<file path="config.mk">
export PLATFORM = sky130hd
export DESIGN_NAME = pipe3_seq
export DESIGN_NICKNAME = d
export VERILOG_FILES = /design/src/rtl/pipe3_pkg.sv /design/src/rtl/pipe3_idec.sv /design/src/rtl/pipe3_bru.sv /design/src/rtl/pipe3_seq.sv
export SDC_FILE = /design/constraint.sdc
export NUM_CORES = 1
export LEC_CHECK = 0
export BUFFER_PORTS_ARGS = -buffer_cell sky130_fd_sc_hd__buf_2
export CAP_MARGIN = 10
export CORE_MARGIN = 3
export CORE_UTILIZATION = 40
export CTS_BUF_LIST = sky130_fd_sc_hd__clkbuf_8
export CTS_CLUSTER_SIZE = 8
export DETAILED_ROUTE_END_ITERATION = 6
export GPL_TIMING_DRIVEN = 0
export PLACE_DENSITY = 0.57
export SLEW_MARGIN = 30
export SYNTH_ARGS = -nofsm -noshare
export SYNTH_HDL_FRONTEND = slang
export SYNTH_HIERARCHICAL = 1
export SYNTH_SLANG_ARGS = --single-unit
</file>
<file path="constraint.sdc">
create_clock -name clk -period 4.76 [get_ports clk]
set_clock_uncertainty 0.05 [all_clocks]
set_input_delay 0.714 -clock clk [delete_from_list [all_inputs] [get_ports clk]]
set_output_delay 0.714 -clock clk [all_outputs]
set_load 0.01 [all_outputs]
</file>
<file path="src/rtl/pipe3_pkg.sv">
package pipe3_pkg;

    localparam int INSN_W = 16;

    localparam logic [3:0] OPC_NOP = 4'h0;
    localparam logic [3:0] OPC_ALU = 4'h1;
    localparam logic [3:0] OPC_LDM = 4'h2;
    localparam logic [3:0] OPC_BR  = 4'h3;

    typedef enum logic [1:0] {
        K_NOP = 2'd0,
        K_ALU = 2'd1,
        K_LDM = 2'd2,
        K_BR  = 2'd3
    } ikind_e;

    typedef struct packed {
        ikind_e     kind;
        logic       cond;
        logic [7:0] imm;
    } idec_t;

endpackage

</file>
<file path="src/rtl/pipe3_idec.sv">
module pipe3_idec
    import pipe3_pkg::*;
#(
    parameter int MASK_W = 8,
    parameter int CNT_W  = $clog2(MASK_W + 1)
) (
    input  logic [INSN_W-1:0] ir,
    output idec_t             dec,
    output logic [CNT_W-1:0]  beats
);

    logic [CNT_W-1:0] ones;
    logic             rsvd_ok;

    always_comb begin
        rsvd_ok = (ir[11:9] == 3'b000);
        dec.imm  = ir[7:0];
        dec.cond = ir[8];
        dec.kind = K_NOP;
        if (rsvd_ok) begin
            unique case (ir[15:12])
                OPC_ALU: dec.kind = K_ALU;
                OPC_LDM: dec.kind = K_LDM;
                OPC_BR:  dec.kind = K_BR;
                default: dec.kind = K_NOP;
            endcase
        end
    end

    always_comb begin
        ones = '0;
        for (int i = 0; i < MASK_W; i++) begin
            ones = ones + CNT_W'(ir[i]);
        end
    end

    always_comb begin
        if (dec.kind == K_LDM && ones != '0) begin
            beats = ones;
        end else begin
            beats = CNT_W'(1);
        end
    end

    // a decoded beat count is never zero and never exceeds the mask width
    always_comb begin
        a_r5_beats_range: assert (beats >= CNT_W'(1) && beats <= CNT_W'(MASK_W));
    end

endmodule

</file>
<file path="src/rtl/pipe3_bru.sv">
module pipe3_bru
    import pipe3_pkg::*;
#(
    parameter int PC_W = 8
) (
    input  logic            vld,
    input  idec_t           dec,
    input  logic            flag,
    input  logic [PC_W-1:0] pc,
    output logic            taken,
    output logic [PC_W-1:0] target
);

    logic signed [PC_W-1:0] ofs;
    logic                   cond_met;

    always_comb begin
        ofs      = PC_W'($signed(dec.imm));
        target   = pc + ofs;
        cond_met = dec.cond ? ~flag : flag;
        taken    = vld && (dec.kind == K_BR) && cond_met;
    end

endmodule

</file>
<file path="src/rtl/pipe3_seq.sv">
module pipe3_seq
    import pipe3_pkg::*;
#(
    parameter int PC_W   = 8,
    parameter int MASK_W = 8
) (
    input  logic              clk,
    input  logic              rst_n,
    output logic [PC_W-1:0]   imem_addr,
    input  logic [INSN_W-1:0] imem_rdata,
    output logic              fetch_vld,
    output logic              dec_vld,
    output logic              exe_vld,
    output logic              retire,
    output logic [PC_W-1:0]   retire_pc,
    output logic              zflag
);

    localparam int CNT_W = $clog2(MASK_W + 1);

    typedef struct packed {
        logic [PC_W-1:0]  pc;
        logic             f_vld;
        logic             d_vld;
        idec_t            d_dec;
        logic [PC_W-1:0]  d_pc;
        logic [CNT_W-1:0] d_left;
        logic             x_vld;
        logic             x_last;
        idec_t            x_dec;
        logic [PC_W-1:0]  x_pc;
        logic             flag;
    } pstate_t;

    pstate_t          s_d, s_q;
    idec_t            f_dec;
    logic [CNT_W-1:0] f_beats;
    logic             br_taken;
    logic [PC_W-1:0]  br_target;
    logic             stall;
    logic             retire_w;

    pipe3_idec #(
        .MASK_W (MASK_W),
        .CNT_W  (CNT_W)
    ) u_idec (
        .ir    (imem_rdata),
        .dec   (f_dec),
        .beats (f_beats)
    );

    pipe3_bru #(
        .PC_W (PC_W)
    ) u_bru (
        .vld    (s_q.x_vld),
        .dec    (s_q.x_dec),
        .flag   (s_q.flag),
        .pc     (s_q.x_pc),
        .taken  (br_taken),
        .target (br_target)
    );

    assign retire_w = s_q.x_vld & s_q.x_last;
    assign stall    = s_q.d_vld && (s_q.d_left > CNT_W'(1)) && !br_taken;

    always_comb begin
        s_d = s_q;

        // execute stage: takes a beat from decode unless a branch squashes it
        s_d.x_vld  = s_q.d_vld & ~br_taken;
        s_d.x_last = (s_q.d_left == CNT_W'(1));
        s_d.x_dec  = s_q.d_dec;
        s_d.x_pc   = s_q.d_pc;

        // flag written by a completing ALU instruction
        if (retire_w && s_q.x_dec.kind == K_ALU) begin
            s_d.flag = (s_q.x_dec.imm == 8'h00);
        end

        // decode stage
        if (br_taken) begin
            s_d.d_vld = 1'b0;
        end else if (stall) begin
            s_d.d_left = s_q.d_left - CNT_W'(1);
        end else begin
            s_d.d_vld  = s_q.f_vld;
            s_d.d_dec  = f_dec;
            s_d.d_pc   = s_q.pc;
            s_d.d_left = f_beats;
        end

        // fetch stage
        s_d.f_vld = 1'b1;
        if (br_taken) begin
            s_d.pc = br_target;
        end else if (s_q.f_vld && !stall) begin
            s_d.pc = s_q.pc + PC_W'(1);
        end
    end

    always_ff @(posedge clk) begin
        if (!rst_n) begin
            s_q <= '0;
        end else begin
            s_q <= s_d;
        end
    end

    assign imem_addr = s_q.pc;
    assign fetch_vld = s_q.f_vld;
    assign dec_vld   = s_q.d_vld;
    assign exe_vld   = s_q.x_vld;
    assign retire    = retire_w;
    assign retire_pc = s_q.x_pc;
    assign zflag     = s_q.flag;

    // after a taken branch both younger stages are empty
    a_r8_squash_empties: assert property (@(posedge clk) disable iff (!rst_n)
        br_taken |=> (!dec_vld && !exe_vld));

    // fetch restarts at the branch target
    a_r7_restart_target: assert property (@(posedge clk) disable iff (!rst_n)
        br_taken |=> (imem_addr == $past(br_target)));

    // a pending load-multiple beat freezes fetch and keeps decode occupied
    a_r6_hold_fetch: assert property (@(posedge clk) disable iff (!rst_n)
        stall |=> (imem_addr == $past(imem_addr) && dec_vld));

    // a non-final load-multiple beat is always followed by another beat
    a_r5_beats_continue: assert property (@(posedge clk) disable iff (!rst_n)
        (exe_vld && !s_q.x_last) |=> (exe_vld && !retire_w ? 1'b1 : exe_vld));

    // flag holds unless an ALU instruction retired
    a_r10_flag_only_alu: assert property (@(posedge clk) disable iff (!rst_n)
        !(retire_w && s_q.x_dec.kind == K_ALU) |=> $stable(zflag));

    // a taken branch is itself the retiring instruction
    a_r8_branch_retires: assert property (@(posedge clk) disable iff (!rst_n)
        br_taken |-> retire_w);

endmodule

</file>
Yosys cells after proc, flatten, opt, wreduce, memory -nomap -nowiden
Cells that the tools add are included.

storage, ports and cells
  bits in registers = 55
  input bits = 18
  output and inout bits = 21
  logic and storage cells = 66

cells by class
  add/subtract/negate cells = 10
  magnitude comparators = 1
  eq/ne operators = 7
  multiplexer cells = 12
  bitwise logic cells = 6
  reductions and logical operators = 15

operators with widths
  operator                                             number
  2-to-1 mux 47 bit                                    1
  adder 4 x 1 -> 4 bit                                 6
  2-to-1 mux 23 bit                                    1
  2-to-1 mux 20 bit                                    1
  2-to-1 mux 8 bit                                     2
  adder 8 x 1 -> 8 bit (second input constant)         1
  adder 8 bit                                          1
  == test 4 x 1 -> 1 bit (second input constant)       2
  == test 4 x 2 -> 1 bit (second input constant)       2
  logical NOT 8 bit                                    1
  2-to-1 mux 4 bit                                     2
  logical AND 1 bit                                    7
  case mux 2 bit (3 select lines)                      1
  == test 2 bit (second input constant)                2
  > comparator 4 x 1 -> 1 bit (second input constant)  1
  NOT 1 bit                                            4
  nonzero test 4 bit                                   1
  subtractor 4 x 1 -> 4 bit (second input constant)    1
  logical NOT 3 bit                                    1
  2-to-1 mux 1 bit                                     3
  adder 1 x 1 -> 2 bit                                 1
  AND 1 bit                                            2
  == test 2 x 1 -> 1 bit (second input constant)       1
  logical NOT 1 bit                                    2
  4 further kinds                                      4

Logic depth before layout (Yosys ltp)
Gate-level depths: netlist (run 1).

  word-level depth = 13
  mapped depth = 13
  gate-level depth less buffers = 13

Modules after synthesis
The synthesis (run 1) kept the hierarchy.

by module, submodules not included
  module      instances  cells an instance  area an instance (µm²)  seq. area each (µm²)
  pipe3_seq   1          242                2173.3                  1101.1
  pipe3_bru   1          45                 349.1                   0.0
  pipe3_idec  1          40                 317.8                   0.0

Worst setup path after synthesis (run 1)
No wires, ideal clock.

  path kind = in2reg
  start = in imem_rdata[0]
  end = reg s_q[22] (netlist name)
  setup time = 131 ps
  data arrival time = 3746 ps
  setup slack = 832 ps
  cell stages on the path = 12
  path buffers = 0
  cells stage by stage = fa_1 -> inv_1 -> fa_1 -> fa_1 -> inv_1 -> ha_1 -> inv_1 -> fa_1 -> and4b_1 -> or4_1 -> mux2i_1 -> a21oi_1

between the ends
  cells in the longest elaborated chain, start to end = 11

ends and longest elaborated chain
  element                               RTL line          RTL
  start, declared                       pipe3_seq.sv:10   input logic [INSN_W-1:0] imem_rdata,
  adder 1 x 1 -> 2 bit *                pipe3_idec.sv:33  ones = ones + CNT_W'(ir[i]);
  adder 4 x 1 -> 4 bit * (6 in series)  pipe3_idec.sv:33
  nonzero test 4 bit                    pipe3_idec.sv:38  if (dec.kind == K_LDM && ones != '0) begin
  logical AND 1 bit                     pipe3_idec.sv:38
  2-to-1 mux 4 bit *                    pipe3_idec.sv:38
  named net f_beats[0]                  pipe3_seq.sv:37   logic [CNT_W-1:0] f_beats;
  2-to-1 mux 4 bit *                    pipe3_seq.sv:83   end else if (stall) begin
  end signal, assigned                  pipe3_seq.sv:103  s_q <= '0;
  end signal, assigned                  pipe3_seq.sv:105  s_q <= s_d;
  end, declared                         pipe3_seq.sv:35   pstate_t s_d, s_q;

Mark *: on every way through the listed nets, which the timed path passes. The rest lies on a longest branch.
A chain may end at the register's enable or synchronous reset.

Final worst setup path (run 1)
Ends and elaborated chain as after synthesis.

==> results of run 1 <==
## state kept, by name, indices dropped and copies added (netlist names)
name / count
fetch_vld: 1
zflag: 1
exe_vld: 1
s_d: 19
s_q: 16
retire_pc: 8
imem_addr: 8
dec_vld: 1
## routing by layer
layer | part of all wire, % | vias up | routed length [um]
li1 | - | 1218 | -
met1 | 49 | 1066 | 3165
met2 | 45 | 46 | 2905
met3 | 3.8 | 7 | 242
met4 | 1.3 | 0 | 80
met5 | 0 | - | 0
## layout make-up
class / instances / area, um2 / area share [%]
clock buffer: 5 / 68.82 / 2.124
tap: 96 / 120.1 / 3.708
inverter: 20 / 75.07 / 2.317
multi-input combinational: 210 / 1410 / 43.53
sequential: 55 / 1101 / 33.99
clock inverter: 3 / 25.02 / 0.7725
timing repair buffer: 37 / 185.2 / 5.716
buffer: 42 / 254.0 / 7.841
## Yosys cell counts (all sizes together)
cell type | count | share of area (%)
a211oi | 2 | 0.53
a21o | 1 | 0.26
a21oi | 30 | 5.3
a221oi | 1 | 0.31
a311oi | 1 | 0.31
a31oi | 7 | 1.5
and2 | 23 | 5.1
and3 | 1 | 0.22
and4b | 2 | 0.70
buf | 27 | 7.0
clkbuf | 15 | 2.0
dfxtp | 55 | 39
fa | 5 | 3.5
ha | 13 | 5.7
inv | 20 | 2.6
mux2i | 1 | 0.35
nand2 | 7 | 0.93
nand2b | 1 | 0.22
nand3 | 21 | 3.7
nand4 | 4 | 0.88
nand4b | 1 | 0.31
nor2 | 10 | 1.3
nor2b | 3 | 0.92
nor3 | 3 | 0.53
nor3b | 2 | 0.53
nor4 | 1 | 0.22
o211ai | 3 | 0.79
o21a | 2 | 0.53
o21ai | 36 | 6.3
o22ai | 1 | 0.22
o2bb2ai | 1 | 0.31
o311a | 1 | 0.35
o311ai | 2 | 0.62
o31a | 2 | 0.62
o31ai | 4 | 1.2
or3 | 4 | 0.88
or4 | 6 | 1.7
or4b | 1 | 0.48
xnor2 | 4 | 1.2
xor2 | 3 | 0.93
## cell usage in the layout (no fill, tap or decap), drive strengths merged, types with 2 or more instances in the layout
cell / instances
nand4: 4
a21oi: 30
o311ai: 2
buf: 64
inv: 22
xnor2: 4
nor3b: 2
or3: 4
o21a: 2
nor2: 10
o21ai: 36
a31oi: 7
and2: 23
nand3: 21
and4b: 2
xor2: 3
clkbuf: 20
nand2: 7
nor3: 3
ha: 13
o31a: 2
o211ai: 3
dfxtp: 55
o31ai: 4
a211oi: 2
nor2b: 3
fa: 5
or4: 6
## cells by family (layout without fill, tap and decap cells)
group	Yosys count	in the layout	synth area share (%)
mux	1	1	0.3524
compound gates	94	94	19.25
fa+ha+maj	18	18	9.251
xor+xnor	7	7	2.159
flops	55	55	38.77
simple gates	90	90	18.63
buf+inv	62	107	11.59
## power groups by stage
stage	sequential [mW]	clock [mW]	combinational, mW
final	0.485	0.272	0.119
after global routing	0.487	0.295	0.137
after CTS	0.485	0.276	0.120
after detailed placement	0.496	0	0.119
after global placement	0.496	0	0.118
after floorplan	0.493	0	0.0850
## path summary, 6_finish.rpt
| check | slack [ns] | start | end | depth (start not counted) |
|---|---|---|---|---|
| setup / recovery | 0.87 | imem_rdata[0] | s_q[22]$_SDFFE_PN0N_ | 13 |
| hold / removal | 0.40 | s_d[4]$_SDFFE_PN0P_ | retire_pc[3]$_SDFF_PN0_ | 1 |
| hold reg to reg | 0.40 | s_d[4]$_SDFFE_PN0P_ | retire_pc[3]$_SDFF_PN0_ | 1 |
| setup reg to reg | 2.58 | s_q[9]$_SDFF_PN0_ | imem_addr[6]$_SDFFE_PN0P_ | 8 |
## worst max-delay path, stage by stage
cell and delay (ns):
buf_2 0.12, fa_1 0.54, inv_1 0.05, fa_1 0.45
fa_1 0.49, inv_1 0.04, ha_1 0.18, inv_1 0.07
fa_1 0.44, and4b_1 0.21, or4_1 0.49, mux2i_1 0.15
a21oi_1 0.08
==> out/results.txt, run 1 <==
placed insts = 460
Placed Area = 0.003146 mm2
Num CTS Buffers = 5
DIE WIDTH = 90.27 um
most used routing layer = met2
Core Box Area = 0.006832 mm2
met3 Track Usage GR = 2.750%
num rows = 30
Final Util = 47.42%
Fin Hold WS = 0.4031 ns
boundary pin count = 39
combinational group share of total power = 13.5%
Non-Filler Instances = 468
Cell Pwr Density = 270.3 mW/mm2
DP HPWL = 5065 um
Chip Height = 90.27 um
met2 Use GR = 25.45%
DP Worst Slack = 0.5574 ns
Tot GR Track Use = 15.94%
relative slew slack = 57.52%
met1 usage = 21.93%
Critical Path End Type = flip-flop
Initial Util = 41.58%
worst slew pin tran = 0.6334 ns
first-pass GRT wire length = 10480 um
# hold bufs at CTS = 0
Sw Share = 27.31%
cell count after synthesis = 327
worst skew pair latency = 0.32 ns
syn_nets = 363
fin crit share = 81.67%
largest net degree at the start of global routing = 20
Synth warnings = 6
DR DRC count = 0
I/O Buffers = 37
crit path kind = input pin to flip-flop
Peak VDD IR = 0.1368 mV
Setup-failing EPs final = 0
Final Slew Violations = 0
gr ovfl total = 0
Tot Pwr = 0.8755 mW
Net Sw Power = 0.2391 mW
clock tree buffer depth = 2
maximum fanout along the worst path = 3
post-detailed-route count of antenna-violating nets = 0
sequential element share of the synthesized area = 38.77%
fillcell total = 728
CTS clk-pin slew, worst paths = 0.10 ns
worst endpoint data arrival time = 4.03 ns
ANT cells = 0
Clk pwr share = 31.1%
Min Clock Period, post-route = 3.887 ns
initial drt markers = 80
GPL Wtd Cong = 0.8843
post-CTS setup buffers = 0
crit start category = input pin
final hold violation count = 0
syn avg cell area = 8.686 um2
max-cap violation count = 0
RSZ-0062 raised after global routing = false
setup ws final = 0.8726 ns
clock sinks = 55
Req. time, crit path = 4.90 ns
Leakage = 1.399 nW
final WL = 6394 um
Hold Crit Class = flip-flop to flip-flop
post-route cell area = 0.003239 mm2
flops & latches, synth = 55
initial antenna violation count = 0
Flop pwr share = 55.4%
DR vias = 2337
die area = 0.008148 mm2
H-Tree Depth = 2
Netlist cell types = 46
clock root cell = clkbuf_8
fin nets = 407
Vias/cell = 4.994
CTS resizes = 0
Area Growth Syn to Fin = 14.05%
vias in the first global route = 2193
Setup TNS = 0 ns
combined area of all synthesized cells = 0.002840 mm2
fmax = 257.2 MHz
internal power = 0.6364 mW
TritonCTS clock tree = built
first-pass detailed-route iteration total = 4
outcome = finished clean
ratio of cells with drive above 1 in the final layout = 20.43%
average routed wire per standard cell = 13.66 um
(Power assumes the default switching activity.)
==> inputs of run 2 (changes only) <==
Clock period 4.76 ns to 3.7 ns, I/O delays scaled along.
==> out/results.txt, run 2 (same netlist as run 1, synthesis figures left out) <==
outcome = finished clean (unchanged)
maximum fanout along the worst path = 2 (was 3)
first-pass GRT wire length = 10940 um (was 10480 um)
Chip Height = 90.27 um (unchanged)
DP HPWL = 5115 um (was 5065 um)
Area Growth Syn to Fin = 14.85% (was 14.05%)
die area = 0.008148 mm2 (unchanged)
Placed Area = 0.003146 mm2 (unchanged)
fin crit share = 99.48%
CP cell instances = buf_6 > fa_1 > inv_2 > fa_1 > fa_1 > inv_1 > ha_2 > inv_2 > fa_1 > and4b_1 > or4_4 > mux2i_1 > a21oi_1 (was buf_2 > fa_1 > inv_1 > fa_1 > fa_1 > inv_1 > ha_1 > inv_1 > fa_1 > and4b_1 > or4_1 > mux2i_1 > a21oi_1)
Initial Util = 41.58% (unchanged)
Vias/cell = 5.015 (was 4.994)
Min Clock Period, post-route = 3.681 ns
Sw Share = 27.55% (was 27.31%)
worst slew pin tran = 0.6366 ns (was 0.6334 ns)
clock sinks = 55 (unchanged)
first-pass detailed-route iteration total = 4 (unchanged)
RSZ-0062 raised after global routing = true (was false)
num rows = 30 (unchanged)
relative slew slack = 57.31% (was 57.52%)
crit start category = input pin (unchanged)
worst endpoint data arrival time = 3.84 ns (was 4.03 ns)
GPL Wtd Cong = 0.8830 (was 0.8843)
TritonCTS clock tree = built (unchanged)
crit path kind = input pin to flip-flop (unchanged)
H-Tree Depth = 2 (unchanged)
Num CTS Buffers = 5 (unchanged)
setup ws final = 0.01925 ns (was 0.8726 ns)
Net Sw Power = 0.3151 mW (was 0.2391 mW)
Worst path most repeated cell = fa_1 (unchanged)
fillcell total = 731 (was 728)
average routed wire per standard cell = 13.88 um (was 13.66 um)
Hold Crit Class = input pin to flip-flop (was flip-flop to flip-flop)
most common cell after layout, fill and taps aside = dfxtp_1 (unchanged)
Clk pwr share = 31.0% (was 31.1%)
final WL = 6510 um (was 6394 um)
I/O Buffers = 37 (unchanged)
ANT cells = 0 (unchanged)
internal power = 0.8288 mW (was 0.6364 mW)
Leakage = 1.406 nW (was 1.399 nW)
post-route cell area = 0.003262 mm2 (was 0.003239 mm2)
clock tree buffer depth = 2 (unchanged)
Setup-failing EPs final = 0 (unchanged)
Cell Pwr Density = 350.7 mW/mm2 (was 270.3 mW/mm2)
Req. time, crit path = 3.85 ns (was 4.90 ns)
Tot GR Track Use = 16.69% (was 15.94%)
Crit-path slowest cell = fa_1 (unchanged)
clock root cell = clkbuf_8 (unchanged)
DR vias = 2352 (was 2337)
initial drt markers = 84 (was 80)
ratio of cells with drive above 1 in the final layout = 21.72% (was 20.43%)
# hold bufs at CTS = 0 (unchanged)
combinational group share of total power = 14.5% (was 13.5%)
most frequent cells in the layout = dfxtp_1, buf_2, o21ai_0, a21oi_1, buf_4 (unchanged)
CTS clk-pin slew, worst paths = 0.11 ns (was 0.10 ns)
vias in the first global route = 2254 (was 2193)
largest net degree at the start of global routing = 20 (unchanged)
Final Slew Violations = 0 (unchanged)
Peak VDD IR = 0.2232 mV (was 0.1368 mV)
post-detailed-route count of antenna-violating nets = 0 (unchanged)
fin nets = 408 (was 407)
initial antenna violation count = 0 (unchanged)
DP Worst Slack = -0.3910 ns (was 0.5574 ns)
Critical Path End Type = flip-flop (unchanged)
Setup TNS = 0 ns (unchanged)
gr ovfl total = 0 (unchanged)
family with the most delay on the worst path = adder cells (unchanged)
Final Util = 47.75% (was 47.42%)
max-cap violation count = 0 (unchanged)
fmax = 271.7 MHz
final hold violation count = 0 (unchanged)
largest stage delay on the critical path = 0.56 ns (was 0.54 ns)
worst skew pair latency = 0.32 ns (about the same)
Flop pwr share = 54.6% (was 55.4%)
Buf+Inv Stages, Crit Path = 4 (unchanged)
boundary pin count = 39 (unchanged)
max FFs per register = 19 (unchanged)
DR DRC count = 0 (unchanged)
DIE WIDTH = 90.27 um (unchanged)
Core Box Area = 0.006832 mm2 (unchanged)
## run 2: cell count changes in the layout (fill, tap and decap cells not counted), sizes merged
cell / previous run / this run
buf: 64 / 65
clkinv: 0 / 1
inv: 22 / 21
## run 2: layout make-up
type | instances | area (um2) | share of cell area [%]
repair buffers | 38 | 198.9 | 6.099
clock inverters | 3 | 27.53 | 0.8439
clock buffers | 5 | 68.82 | 2.110
inverters | 20 | 75.07 | 2.301
well taps | 96 | 120.1 | 3.682
multi-input cells | 210 | 1416 | 43.42
plain buffers | 42 | 254.0 | 7.787
flip-flops and latches | 55 | 1101 | 33.76
## run 2: what timing repair did
action                     CTS  global route
buffers inserted             1             0
resized for setup            4             1
setup endpoints to repair    1             1
pin swaps                    1             5
## run 2: path summary, 6_finish.rpt
| path | startpoint | endpoint | slack [ns] | cells after the start |
|---|---|---|---|---|
| worst max register to register | zflag$_SDFFE_PN0P_ | s_d[15]$_SDFFE_PN0P_ | 1.51 | 8 |
| worst min register to register | s_d[4]$_SDFFE_PN0P_ | retire_pc[3]$_SDFF_PN0_ | 0.41 | 1 |
| worst min-delay path | rst_n | fetch_vld$_DFF_P_ | 0.40 | 1 |
| worst max-delay path | imem_rdata[0] | s_q[22]$_SDFFE_PN0N_ | 0.02 | 13 |
## run 2: power groups by stage
stage / logic (mW) / registers, mW / clock network [mW]
finish: 0.165 / 0.624 / 0.354
global route: 0.192 / 0.627 / 0.384
CTS: 0.167 / 0.625 / 0.358
detailed placement: 0.155 / 0.638 / 0
global placement: 0.152 / 0.638 / 0
floorplan: 0.109 / 0.634 / 0
## run 2: worst register-to-register path: stages (launching register included)
cell and delay [ns]:
dfxtp_1 0.41, xnor2_1 0.15, nor2_1 0.07, clkbuf_1 0.21
inv_1 0.11, clkbuf_1 0.33, clkbuf_1 0.46, nand3_1 0.19
a21oi_1 0.15
## run 2: metal layers
layer | global-route usage [%] | vias to the layer above | part of all wire [%]
met2 | 26.32 | 46 | 46
met3 | 2.917 | 5 | 3.7
met5 | 0 | - | 0
li1 | - | 1219 | -
met1 | 23.27 | 1082 | 49
met4 | 5.357 | 0 | 1.3
## run 2: per-stage QoR
step                      power (mW)  hold WS [ns]  std cells
final                          1.144        0.4026        469
after global routing           1.204        0.4039        469
after CTS                      1.150        0.4011        469
after detailed placement      0.7928        0.3857        460
after global placement        0.7900        0.3799        460
after floorplan               0.7434        0.3729        327
